<file path="src/rtl/nor_prog_pkg.sv">
package nor_prog_pkg;

  typedef enum logic [2:0] {
    ST_IDLE      = 3'd0,
    ST_WRITE     = 3'd1,
    ST_POLL_REQ  = 3'd2,
    ST_POLL_WAIT = 3'd3,
    ST_RESET_WR  = 3'd4
  } eng_state_t;

  // Bit positions in a status read.
  localparam int unsigned POLL_DONE_BIT = 7;
  localparam int unsigned POLL_TMO_BIT  = 5;

  // Command bytes and command addresses.
  localparam logic [7:0]  CMD_KEY_A  = 8'hAA;
  localparam logic [7:0]  CMD_KEY_B  = 8'h55;
  localparam logic [7:0]  CMD_PROG   = 8'hA0;
  localparam logic [7:0]  CMD_RESET  = 8'hF0;
  localparam logic [11:0] ADR_KEY_A  = 12'h555;
  localparam logic [11:0] ADR_KEY_B  = 12'h2AA;

  localparam int unsigned NUM_WR_STEPS = 4;

endpackage

</file>
<file path="src/rtl/nor_cmd_seq.sv">
module nor_cmd_seq
  import nor_prog_pkg::*;
#(
  parameter int unsigned ADDR_W = 20,
  parameter int unsigned DATA_W = 16
) (
  input  logic [1:0]        step,
  input  logic              reset_sel,
  input  logic [ADDR_W-1:0] tgt_addr,
  input  logic [DATA_W-1:0] tgt_data,
  output logic [ADDR_W-1:0] cmd_addr,
  output logic [DATA_W-1:0] cmd_data
);

  logic [ADDR_W-1:0] key_a_addr;
  logic [ADDR_W-1:0] key_b_addr;

  // Command addresses widened or trimmed to the bus width.
  generate
    if (ADDR_W >= 12) begin : g_wide
      assign key_a_addr = {{(ADDR_W-12){1'b0}}, ADR_KEY_A};
      assign key_b_addr = {{(ADDR_W-12){1'b0}}, ADR_KEY_B};
    end else begin : g_narrow
      assign key_a_addr = ADR_KEY_A[ADDR_W-1:0];
      assign key_b_addr = ADR_KEY_B[ADDR_W-1:0];
    end
  endgenerate

  function automatic logic [DATA_W-1:0] cmd_word(input logic [7:0] b);
    logic [DATA_W-1:0] w;
    w = '0;
    w[7:0] = b;
    return w;
  endfunction

  always_comb begin
    cmd_addr = tgt_addr;
    cmd_data = tgt_data;
    if (reset_sel) begin
      cmd_addr = tgt_addr;
      cmd_data = cmd_word(CMD_RESET);
    end else begin
      unique case (step)
        2'd0: begin cmd_addr = key_a_addr; cmd_data = cmd_word(CMD_KEY_A); end
        2'd1: begin cmd_addr = key_b_addr; cmd_data = cmd_word(CMD_KEY_B); end
        2'd2: begin cmd_addr = key_a_addr; cmd_data = cmd_word(CMD_PROG);  end
        default: begin cmd_addr = tgt_addr; cmd_data = tgt_data; end
      endcase
    end
  end

endmodule

</file>
<file path="src/rtl/nor_poll_eval.sv">
module nor_poll_eval
  import nor_prog_pkg::*;
#(
  parameter int unsigned DATA_W = 16
) (
  input  logic [DATA_W-1:0] rdata,
  input  logic [DATA_W-1:0] wdata,
  output logic              match,
  output logic              timeout
);

  logic unused_bits;

  assign match       = (rdata[POLL_DONE_BIT] == wdata[POLL_DONE_BIT]);
  assign timeout     = rdata[POLL_TMO_BIT];
  assign unused_bits = ^{rdata, wdata};

endmodule

</file>
<file path="src/rtl/nor_poll_watch.sv">
module nor_poll_watch #(
  parameter int unsigned MAX_POLLS = 1024
) (
  input  logic clk,
  input  logic rst_n,
  input  logic clr,
  input  logic tick,
  output logic expired
);

  localparam int unsigned CNT_W = (MAX_POLLS > 1) ? $clog2(MAX_POLLS) : 1;
  localparam logic [CNT_W-1:0] LAST = CNT_W'(MAX_POLLS - 1);

  logic [CNT_W-1:0] cnt_q;

  always_ff @(posedge clk) begin
    if (!rst_n || clr) begin
      cnt_q <= '0;
    end else if (tick && cnt_q != LAST) begin
      cnt_q <= cnt_q + 1'b1;
    end
  end

  assign expired = (cnt_q == LAST);

  // the busy-poll count never runs past the limit.
  p_cnt_bound_r9: assert property (@(posedge clk) disable iff (!rst_n)
    cnt_q <= LAST);

endmodule

</file>
<file path="src/rtl/nor_prog_engine.sv">
module nor_prog_engine
  import nor_prog_pkg::*;
#(
  parameter int unsigned ADDR_W    = 20,
  parameter int unsigned DATA_W    = 16,
  parameter int unsigned MAX_POLLS = 1024
) (
  input  logic              clk,
  input  logic              rst_n,
  input  logic              req_valid,
  output logic              req_ready,
  input  logic [ADDR_W-1:0] req_addr,
  input  logic [DATA_W-1:0] req_data,
  output logic              done,
  output logic              error,
  output logic              mem_cmd_valid,
  input  logic              mem_cmd_ready,
  output logic              mem_cmd_we,
  output logic [ADDR_W-1:0] mem_addr,
  output logic [DATA_W-1:0] mem_wdata,
  input  logic              mem_rdata_valid,
  input  logic [DATA_W-1:0] mem_rdata
);

  localparam logic [1:0] LAST_STEP = 2'(NUM_WR_STEPS - 1);

  eng_state_t        state_q;
  logic [1:0]        step_q;
  logic [ADDR_W-1:0] tgt_addr_q;
  logic [DATA_W-1:0] tgt_data_q;
  logic              recheck_q;
  logic              done_q;
  logic              err_q;

  logic [ADDR_W-1:0] seq_addr;
  logic [DATA_W-1:0] seq_data;
  logic              poll_match;
  logic              poll_tmo;
  logic              watch_clr;
  logic              watch_tick;
  logic              watch_exp;
  logic              cmd_fire;
  logic              rd_back;

  nor_cmd_seq #(.ADDR_W(ADDR_W), .DATA_W(DATA_W)) u_seq (
    .step      (step_q),
    .reset_sel (state_q == ST_RESET_WR),
    .tgt_addr  (tgt_addr_q),
    .tgt_data  (tgt_data_q),
    .cmd_addr  (seq_addr),
    .cmd_data  (seq_data)
  );

  nor_poll_eval #(.DATA_W(DATA_W)) u_eval (
    .rdata   (mem_rdata),
    .wdata   (tgt_data_q),
    .match   (poll_match),
    .timeout (poll_tmo)
  );

  nor_poll_watch #(.MAX_POLLS(MAX_POLLS)) u_watch (
    .clk     (clk),
    .rst_n   (rst_n),
    .clr     (watch_clr),
    .tick    (watch_tick),
    .expired (watch_exp)
  );

  // Bus side
  always_comb begin
    req_ready     = (state_q == ST_IDLE);
    mem_cmd_valid = (state_q == ST_WRITE) || (state_q == ST_POLL_REQ) ||
                    (state_q == ST_RESET_WR);
    mem_cmd_we    = (state_q != ST_POLL_REQ);
    mem_addr      = (state_q == ST_POLL_REQ) ? tgt_addr_q : seq_addr;
    mem_wdata     = (state_q == ST_POLL_REQ) ? '0 : seq_data;
  end

  assign cmd_fire   = mem_cmd_valid && mem_cmd_ready;
  assign rd_back    = (state_q == ST_POLL_WAIT) && mem_rdata_valid;
  assign watch_clr  = (state_q == ST_WRITE) && cmd_fire && (step_q == LAST_STEP);
  assign watch_tick = rd_back && !poll_match && !poll_tmo && !recheck_q && !watch_exp;

  // Sequencer
  always_ff @(posedge clk) begin
    if (!rst_n) begin
      state_q    <= ST_IDLE;
      step_q     <= '0;
      tgt_addr_q <= '0;
      tgt_data_q <= '0;
      recheck_q  <= 1'b0;
      done_q     <= 1'b0;
      err_q      <= 1'b0;
    end else begin
      done_q <= 1'b0;
      err_q  <= 1'b0;
      unique case (state_q)
        ST_IDLE: begin
          if (req_valid) begin
            tgt_addr_q <= req_addr;
            tgt_data_q <= req_data;
            step_q     <= '0;
            recheck_q  <= 1'b0;
            state_q    <= ST_WRITE;
          end
        end
        ST_WRITE: begin
          if (mem_cmd_ready) begin
            if (step_q == LAST_STEP) begin
              state_q <= ST_POLL_REQ;
            end else begin
              step_q <= step_q + 1'b1;
            end
          end
        end
        ST_POLL_REQ: begin
          if (mem_cmd_ready) state_q <= ST_POLL_WAIT;
        end
        ST_POLL_WAIT: begin
          if (mem_rdata_valid) begin
            if (poll_match) begin
              done_q  <= 1'b1;
              state_q <= ST_IDLE;
            end else if (recheck_q) begin
              state_q <= ST_RESET_WR;
            end else if (poll_tmo) begin
              recheck_q <= 1'b1;
              state_q   <= ST_POLL_REQ;
            end else if (watch_exp) begin
              state_q <= ST_RESET_WR;
            end else begin
              state_q <= ST_POLL_REQ;
            end
          end
        end
        ST_RESET_WR: begin
          if (mem_cmd_ready) begin
            err_q   <= 1'b1;
            state_q <= ST_IDLE;
          end
        end
        default: state_q <= ST_IDLE;
      endcase
    end
  end

  assign done  = done_q;
  assign error = err_q;

  // taking a request drops ready on the next cycle.
  p_ready_drop_r2: assert property (@(posedge clk) disable iff (!rst_n)
    req_valid && req_ready |=> !req_ready);

  // no bus traffic while idle.
  p_idle_quiet_r2: assert property (@(posedge clk) disable iff (!rst_n)
    req_ready |-> !mem_cmd_valid);

  // an unaccepted command holds.
  p_hold_cmd_r4: assert property (@(posedge clk) disable iff (!rst_n)
    mem_cmd_valid && !mem_cmd_ready |=> mem_cmd_valid && $stable(mem_cmd_we) &&
    $stable(mem_addr) && $stable(mem_wdata));

  // success follows a returned read.
  p_done_after_read_r6: assert property (@(posedge clk) disable iff (!rst_n)
    done |-> $past(mem_rdata_valid));

  // error follows an accepted write.
  p_err_after_write_r8: assert property (@(posedge clk) disable iff (!rst_n)
    error |-> $past(mem_cmd_valid && mem_cmd_ready && mem_cmd_we));

  // outcomes exclusive and single-cycle.
  p_excl_r10: assert property (@(posedge clk) disable iff (!rst_n)
    !(done && error));
  p_done_pulse_r10: assert property (@(posedge clk) disable iff (!rst_n)
    done |=> !done);
  p_err_pulse_r10: assert property (@(posedge clk) disable iff (!rst_n)
    error |=> !error);

endmodule

</file>
<file path="config.mk">
export PLATFORM = sky130hd
export DESIGN_NAME = nor_prog_engine
export DESIGN_NICKNAME = d
export VERILOG_FILES = /design/src/rtl/nor_prog_pkg.sv /design/src/rtl/nor_cmd_seq.sv /design/src/rtl/nor_poll_eval.sv /design/src/rtl/nor_poll_watch.sv /design/src/rtl/nor_prog_engine.sv
export SDC_FILE = /design/constraint.sdc
export NUM_CORES = 1
export LEC_CHECK = 0
export ABC_AREA = 1
export BUFFER_PORTS_ARGS = -buffer_cell sky130_fd_sc_hd__buf_2
export CAP_MARGIN = 20
export CELL_PAD_IN_SITES_DETAIL_PLACEMENT = 1
export CELL_PAD_IN_SITES_GLOBAL_PLACEMENT = 1
export CORE_MARGIN = 2
export CORE_UTILIZATION = 38
export DETAILED_ROUTE_END_ITERATION = 10
export HOLD_SLACK_MARGIN = 0.05
export PLACE_DENSITY = 0.87
export SYNTH_ARGS = -nofsm -noshare
export SYNTH_HDL_FRONTEND = slang
export SYNTH_SLANG_ARGS = --single-unit
</file>
<file path="constraint.sdc">
create_clock -name clk -period 3.48 [get_ports clk]
set_input_delay 0.696 -clock clk [delete_from_list [all_inputs] [get_ports clk]]
set_output_delay 0.696 -clock clk [all_outputs]
set_load 0.005 [all_outputs]
</file>
======== Word level (Yosys, flattened, before mapping) ========
Cells that the tools add are included.
Widths: inputs -> output; s select.
operators by class
  reductions and logical operators ........ 28
  mux-type cells .......................... 29
  eq/ne operators ......................... 19
  add/sub/neg operators ................... 2
operators with widths
  operator               number
  $pmux 16 s3            1
  $mux 20                2
  $pmux 20 s2            1
  $mux 16                2
  $mux 3                 10
  $pmux 3 s5             1
  $ne 2x2->1 const B     7
  $add 10x1->10 const B  1
  $eq 10x10->1 const B   1
  $ne 10x10->1 const B   1
  $logic_and 1x1->1      9
  $reduce_and 4->1       2
  $mux 1                 7
  $eq 3x2->1 const B     2
  $mux 2                 3
  $reduce_and 6->1       1
  $logic_not 1->1        5
  $eq 2x2->1 const B     2
  $pmux 2 s2             1
  $reduce_and 2->1       2
  $reduce_bool 2->1      2
  $eq 3x1->1 const B     1
  $eq 3x3->1 const B     1
  $logic_not 3->1        1
  other kinds (10)       12
word-level totals
  output and inout bits ................... 41
  register bits ........................... 54
  bits of input ports ..................... 57

======== Depth between registers and ports, before layout ========
  depth in word-level cells ............... 7
  depth in mapped cells ................... 9
  depth with buffers taken out ............ 9

======== Hierarchy ========
From an unflattened synthesis, not the netlist that was laid out.
unflattened totals
  cells, all modules ...................... 491
  area total of the unflattened synthesis .. 3164.3 µm²
modules (own cells, without submodules)
  module           area each (µm²)  cells each  instances
  nor_prog_engine  2168.3           309         1
  nor_poll_watch   584.3            89          1
  nor_cmd_seq      385.4            87          1
  nor_poll_eval    26.3             6           1

======== Worst setup path before layout ========
No wires, ideal clock.
  path kind ............................... register -> output
  start ................................... register step_q[0]
  end ..................................... output mem_addr[10]
  slack ................................... 1537 ps
  stages on the path, launching flop included .. 6
  data arrival time ....................... 1247 ps
  cells stage by stage .................... dfxtp_1 ha_1 buf_1 nor2_4 buf_6 o21ai_1
on the way
  word-level cells in the longest chain between the ends .. 5
ends and longest elaborated chain
  what                                           RTL line                source
  from (decl)                                    nor_prog_engine.sv:28   logic [1:0] step_q;
  from (signal assigned)                         nor_prog_engine.sv:112  step_q <= step_q + 1'b1;
  $eq 2x2->1 or $logic_not 2->1 (tied branches)  nor_cmd_seq.sv:43       unique case (step)
  $reduce_or 2->1 (no source line)               n/a
  $pmux 20 s2 (*)                                nor_cmd_seq.sv:43
  $mux 20 (*)                                    nor_cmd_seq.sv:39       if (reset_sel) begin
  $mux 20 (*)                                    nor_prog_engine.sv:75   mem_addr = (state_q == ST_POLL_REQ) ? tgt_addr_q : seq_addr;
  to (decl)                                      nor_prog_engine.sv:19   output logic [ADDR_W-1:0] mem_addr,
Mark *: on every way between the ends. The rest lies on a longest branch, timed or not.

======== Final worst setup path ========
  start ................................... register step_q[0]
  end ..................................... output mem_addr[0]
Same word-level chain as after synthesis.

==> metrics list <==
- Relative to the synthesized area, the layout overhead comes to 16.8%.
- Synth area leaders: sky130_fd_sc_hd__dfxtp_1 37%, sky130_fd_sc_hd__nand2_1 9.8%, sky130_fd_sc_hd__a21oi_1 8.1%, sky130_fd_sc_hd__inv_1 6.7%, sky130_fd_sc_hd__nand3_2 4.8%
* Insertion delay of the later-clocked pin in the worst-skew pair: 310 ps
- Reported net switching power: approximately 1100 µW
- Total routing resource utilization after global routing: roughly a fifth
* Highest ir drop seen on vdd: 0.422 mV
* Final RePlAce weighted congestion: between 0.7 and 0.8
- Initial antenna violation count: 0
- The setup path with the least slack is of type flip-flop to primary output.
* Max-slew headroom at the worst pin: roughly 44%
- Cells with a size suffix above 1 make up between 20 and 30% of the layout.
- Max-cap violations in this run came to 0.
- Total power: 2380 µW
* Distinct cell type count after synthesis: 34
* R2r startpoint: step_q[0]
- Setup violations remaining at the end of the flow were counted as 0.
* Share of power burned in combinational logic: approximately 52%
- The path class of the tightest hold or removal check is flip-flop to flip-flop.
* H-tree lvl count: 2
- For this run, asynchronously set or reset flops after synthesis account for 0%.
* Post-DP Area: between 3000 and 4000 µm²
- Maximum clock skew at final layout: 8.15 ps
- From bottom edge to top edge, the die measures just over 90 µm.
- Count of instances resized after the clock tree is built: 0
- Count leader, synth: sky130_fd_sc_hd__nand2_1
* Worst R2R End: u_watch.cnt_q[2]
- Starting DRT DRC Count: between 90 and 100
* Element type at the critical path end: primary output
- For this run, the leading register cell type out of synthesis is sky130_fd_sc_hd__dfxtp_1.
- CTS root buf: sky130_fd_sc_hd__clkbuf_8
- Area share of the leading cell type in the synthesized netlist: a little under two fifths
- Once detailed placement completed, the half-perimeter wirelength came to 5810 µm.
- The finished cells cover 3400 µm².
- Total via count after detailed routing: 2820
* Residual DRC: 0
* NumNets Final: between 500 and 600
- Post-detailed-routing wire length: between 7000 and 8000 µm
- The run finished with clean final reports.
* Count of nets left with antenna violations after detail routing: 0
- Measured along the x axis, the die boundary spans ~90 µm.
- Sequential share of the synthesized area: 37.1%
* Cell type contributing the most total cell area after synthesis: sky130_fd_sc_hd__dfxtp_1
- Number of cell rows: 31
- Data arrival at the endpoint of the critical path: ~2300 ps
- Number of buffers inserted by hold repair at cts: 0
- Core box area: 7330 µm²
- Number of buffers inserted by post-CTS setup repair: 0
- Worst Min Path Start: tgt_data_q[11]
- Number of buffers on the longest clock path: 2
- Synthesis produced a netlist with a net count of 460.
- Leakage power of the design: 0.00155 µW
* Top cells by count, synth: 76 x sky130_fd_sc_hd__nand2_1, 54 x sky130_fd_sc_hd__dfxtp_1, 52 x sky130_fd_sc_hd__inv_1
* Pin count of the biggest net entering global routing: 56
* Wire length of the first global-routing pass: between 10000 and 15000 µm
* Hold Fails Final Rpt: 0
- In the routed layout, each cell is associated on average with a via count of a little under 5.
- Final critical path time including I/O delays and setup: approximately 3000 ps
- I/O pin count: slightly below 100
* Total global routing overflow: 0
- The max-slew violation count came to 0.
- DR pass1 iterations: 4
* Net Sw Frac: 44.6%
- Buffers added on ports: 83
* Average wire length per cell after detail routing: 13.6 µm
- Starting density of the core: 39.7%
* RSZ-0062 raised after global routing: no
- The floorplan step defined a die boundary enclosing around 8400 µm².
- Clock transition time at the flip-flop clock pins of the worst setup and hold paths: around 100 ps
* Pin slew with the least headroom to its limit: approximately 830 ps
- The internal power of the cells totals between 1000 and 1500 µW.
* Min-Delay Endpoint: tgt_data_q[11]
- Clock sink count: 54
- On the final layout, the worst hold slack is ~460 ps.
* Relative contribution of the clock network to total power: 14.6%
* Number of warnings reported in the yosys synthesis log: 0
* Maximum frequency from static timing analysis: ~330 MHz
- Yosys mapped a number of flops with a built-in enable equal to 0.
* Number of clock buffers inserted by TritonCTS: 5
- For the worst flop-to-flop path, the logic depth is 4.
- Share of total power in sequential cells: approximately 34%
- Area of the mapped netlist: 2910 µm²
* Biggest fanout along the worst timing path: 12
* Number of diodes added for antenna fixing: 0
* Summed negative setup slack over all endpoints: 0 ps
- Count of state elements after synthesis: 54
* Syn_area_per_cell: 7.31 µm²
- Instance count along the most critical hold path: 2
- Dividing total power by cell area gives a power density of 701 nW/µm².
- Clock tree from TritonCTS: yes
* Setup slack of the most critical reg-to-reg path: 1480 ps
- STA classifies the critical path startpoint as a flip-flop.
* Post-Syn Instances: ~400
- Number of global-route vias before repair: around 2900
* Required arrival time at the worst endpoint: between 2000 and 3000 ps
- In the finished design, the share of the clock period the worst path needs comes to between 80% and 90%.
-- how the worst max path moves through the flow --
stage | startpoint | endpoint | slack, ps | depth (start not counted)
2_1_floorplan | step_q[0] | mem_addr[10] | 1540 | 5
3_3_place_gp | step_q[0] | mem_addr[0] | 840 | 6
3_5_place_dp | step_q[0] | mem_addr[0] | 800 | 6
4_1_cts | step_q[0] | mem_addr[0] | 460 | 6
5_1_grt | step_q[0] | mem_addr[6] | 280 | 6
6_report | step_q[0] | mem_addr[0] | 450 | 6
-- flip-flops by register name (all words and copies together), names as in the netlist --
name,cells
recheck_q,1
u_watch.cnt_q,10
step_q,2
error,1
done,1
tgt_data_q,16
state_q,3
tgt_addr_q,20
-- cells by family after synthesis --
logic type      share of synthesized area (%)
simple gates                             28.4
compound gates                           17.7
buf+inv                                  11.9
flops                                    37.1
xor+xnor                                 2.71
fa+ha+maj                                2.15
-- cells in the final DEF, fill, tap and decap left out, types with 14 or more instances in the layout --
cell and count:
sky130_fd_sc_hd__nor2_1 23, sky130_fd_sc_hd__nand3_2 14, sky130_fd_sc_hd__nand2_1 76, sky130_fd_sc_hd__nand3_1 19, sky130_fd_sc_hd__o21ai_1 20, sky130_fd_sc_hd__buf_2 83, sky130_fd_sc_hd__a21oi_1 47, sky130_fd_sc_hd__o21ai_0 16
sky130_fd_sc_hd__dfxtp_1 54, sky130_fd_sc_hd__inv_1 52
-- area by class of cell --
type                            count  area (µm²)
Inverter                           57         216
Multi-Input combinational cell    270        1480
Fill cell                         971        3930
Sequential cell                    54        1080
Clock inverter                      1        7.51
Tap cell                           99         124
Timing Repair Buffer               83         415
Clock buffer                        6        72.6
-- metrics by stage --
step | cells | utilization (%) | worst slack (ps)
2_1_floorplan | 398 | - | 1540
3_3_place_gp | 563 | 45.3 | 841
3_5_place_dp | 563 | 45.3 | 798
4_1_cts | 570 | 46.4 | 457
5_1_grt | 570 | 46.4 | 280
6_report | 570 | 46.4 | 453
-- metal layers --
| layer | global-route usage (%) | routed length (µm) | vias up |
|---|---|---|---|
| met1 | 24.1 | 3520 | 1321 |
| met2 | 32.3 | 3770 | 64 |
| met5 | 0 | 0 | - |
| met4 | 5.18 | 67 | 0 |
| met3 | 4.48 | 394 | 6 |
| li1 | - | - | 1429 |
-- power groups by stage --
stage | Combinational, µW | Clock [µW] | Sequential [µW]
after detailed placement | 1240 | 0 | 819
final | 1230 | 348 | 805
after global placement | 1190 | 0 | 810
after CTS | 1250 | 357 | 806
after floorplan | 934 | 0 | 800
after global routing | 1390 | 377 | 818
-- worst max-delay path: stages (launching register included) --
cell	delay, ps
sky130_fd_sc_hd__dfxtp_1	360
sky130_fd_sc_hd__ha_1	390
sky130_fd_sc_hd__inv_1	380
sky130_fd_sc_hd__o21ai_0	300
sky130_fd_sc_hd__or2_4	350
sky130_fd_sc_hd__o21ai_1	100
sky130_fd_sc_hd__buf_2	140
No activity file was read; power rests on OpenSTA's default activity.
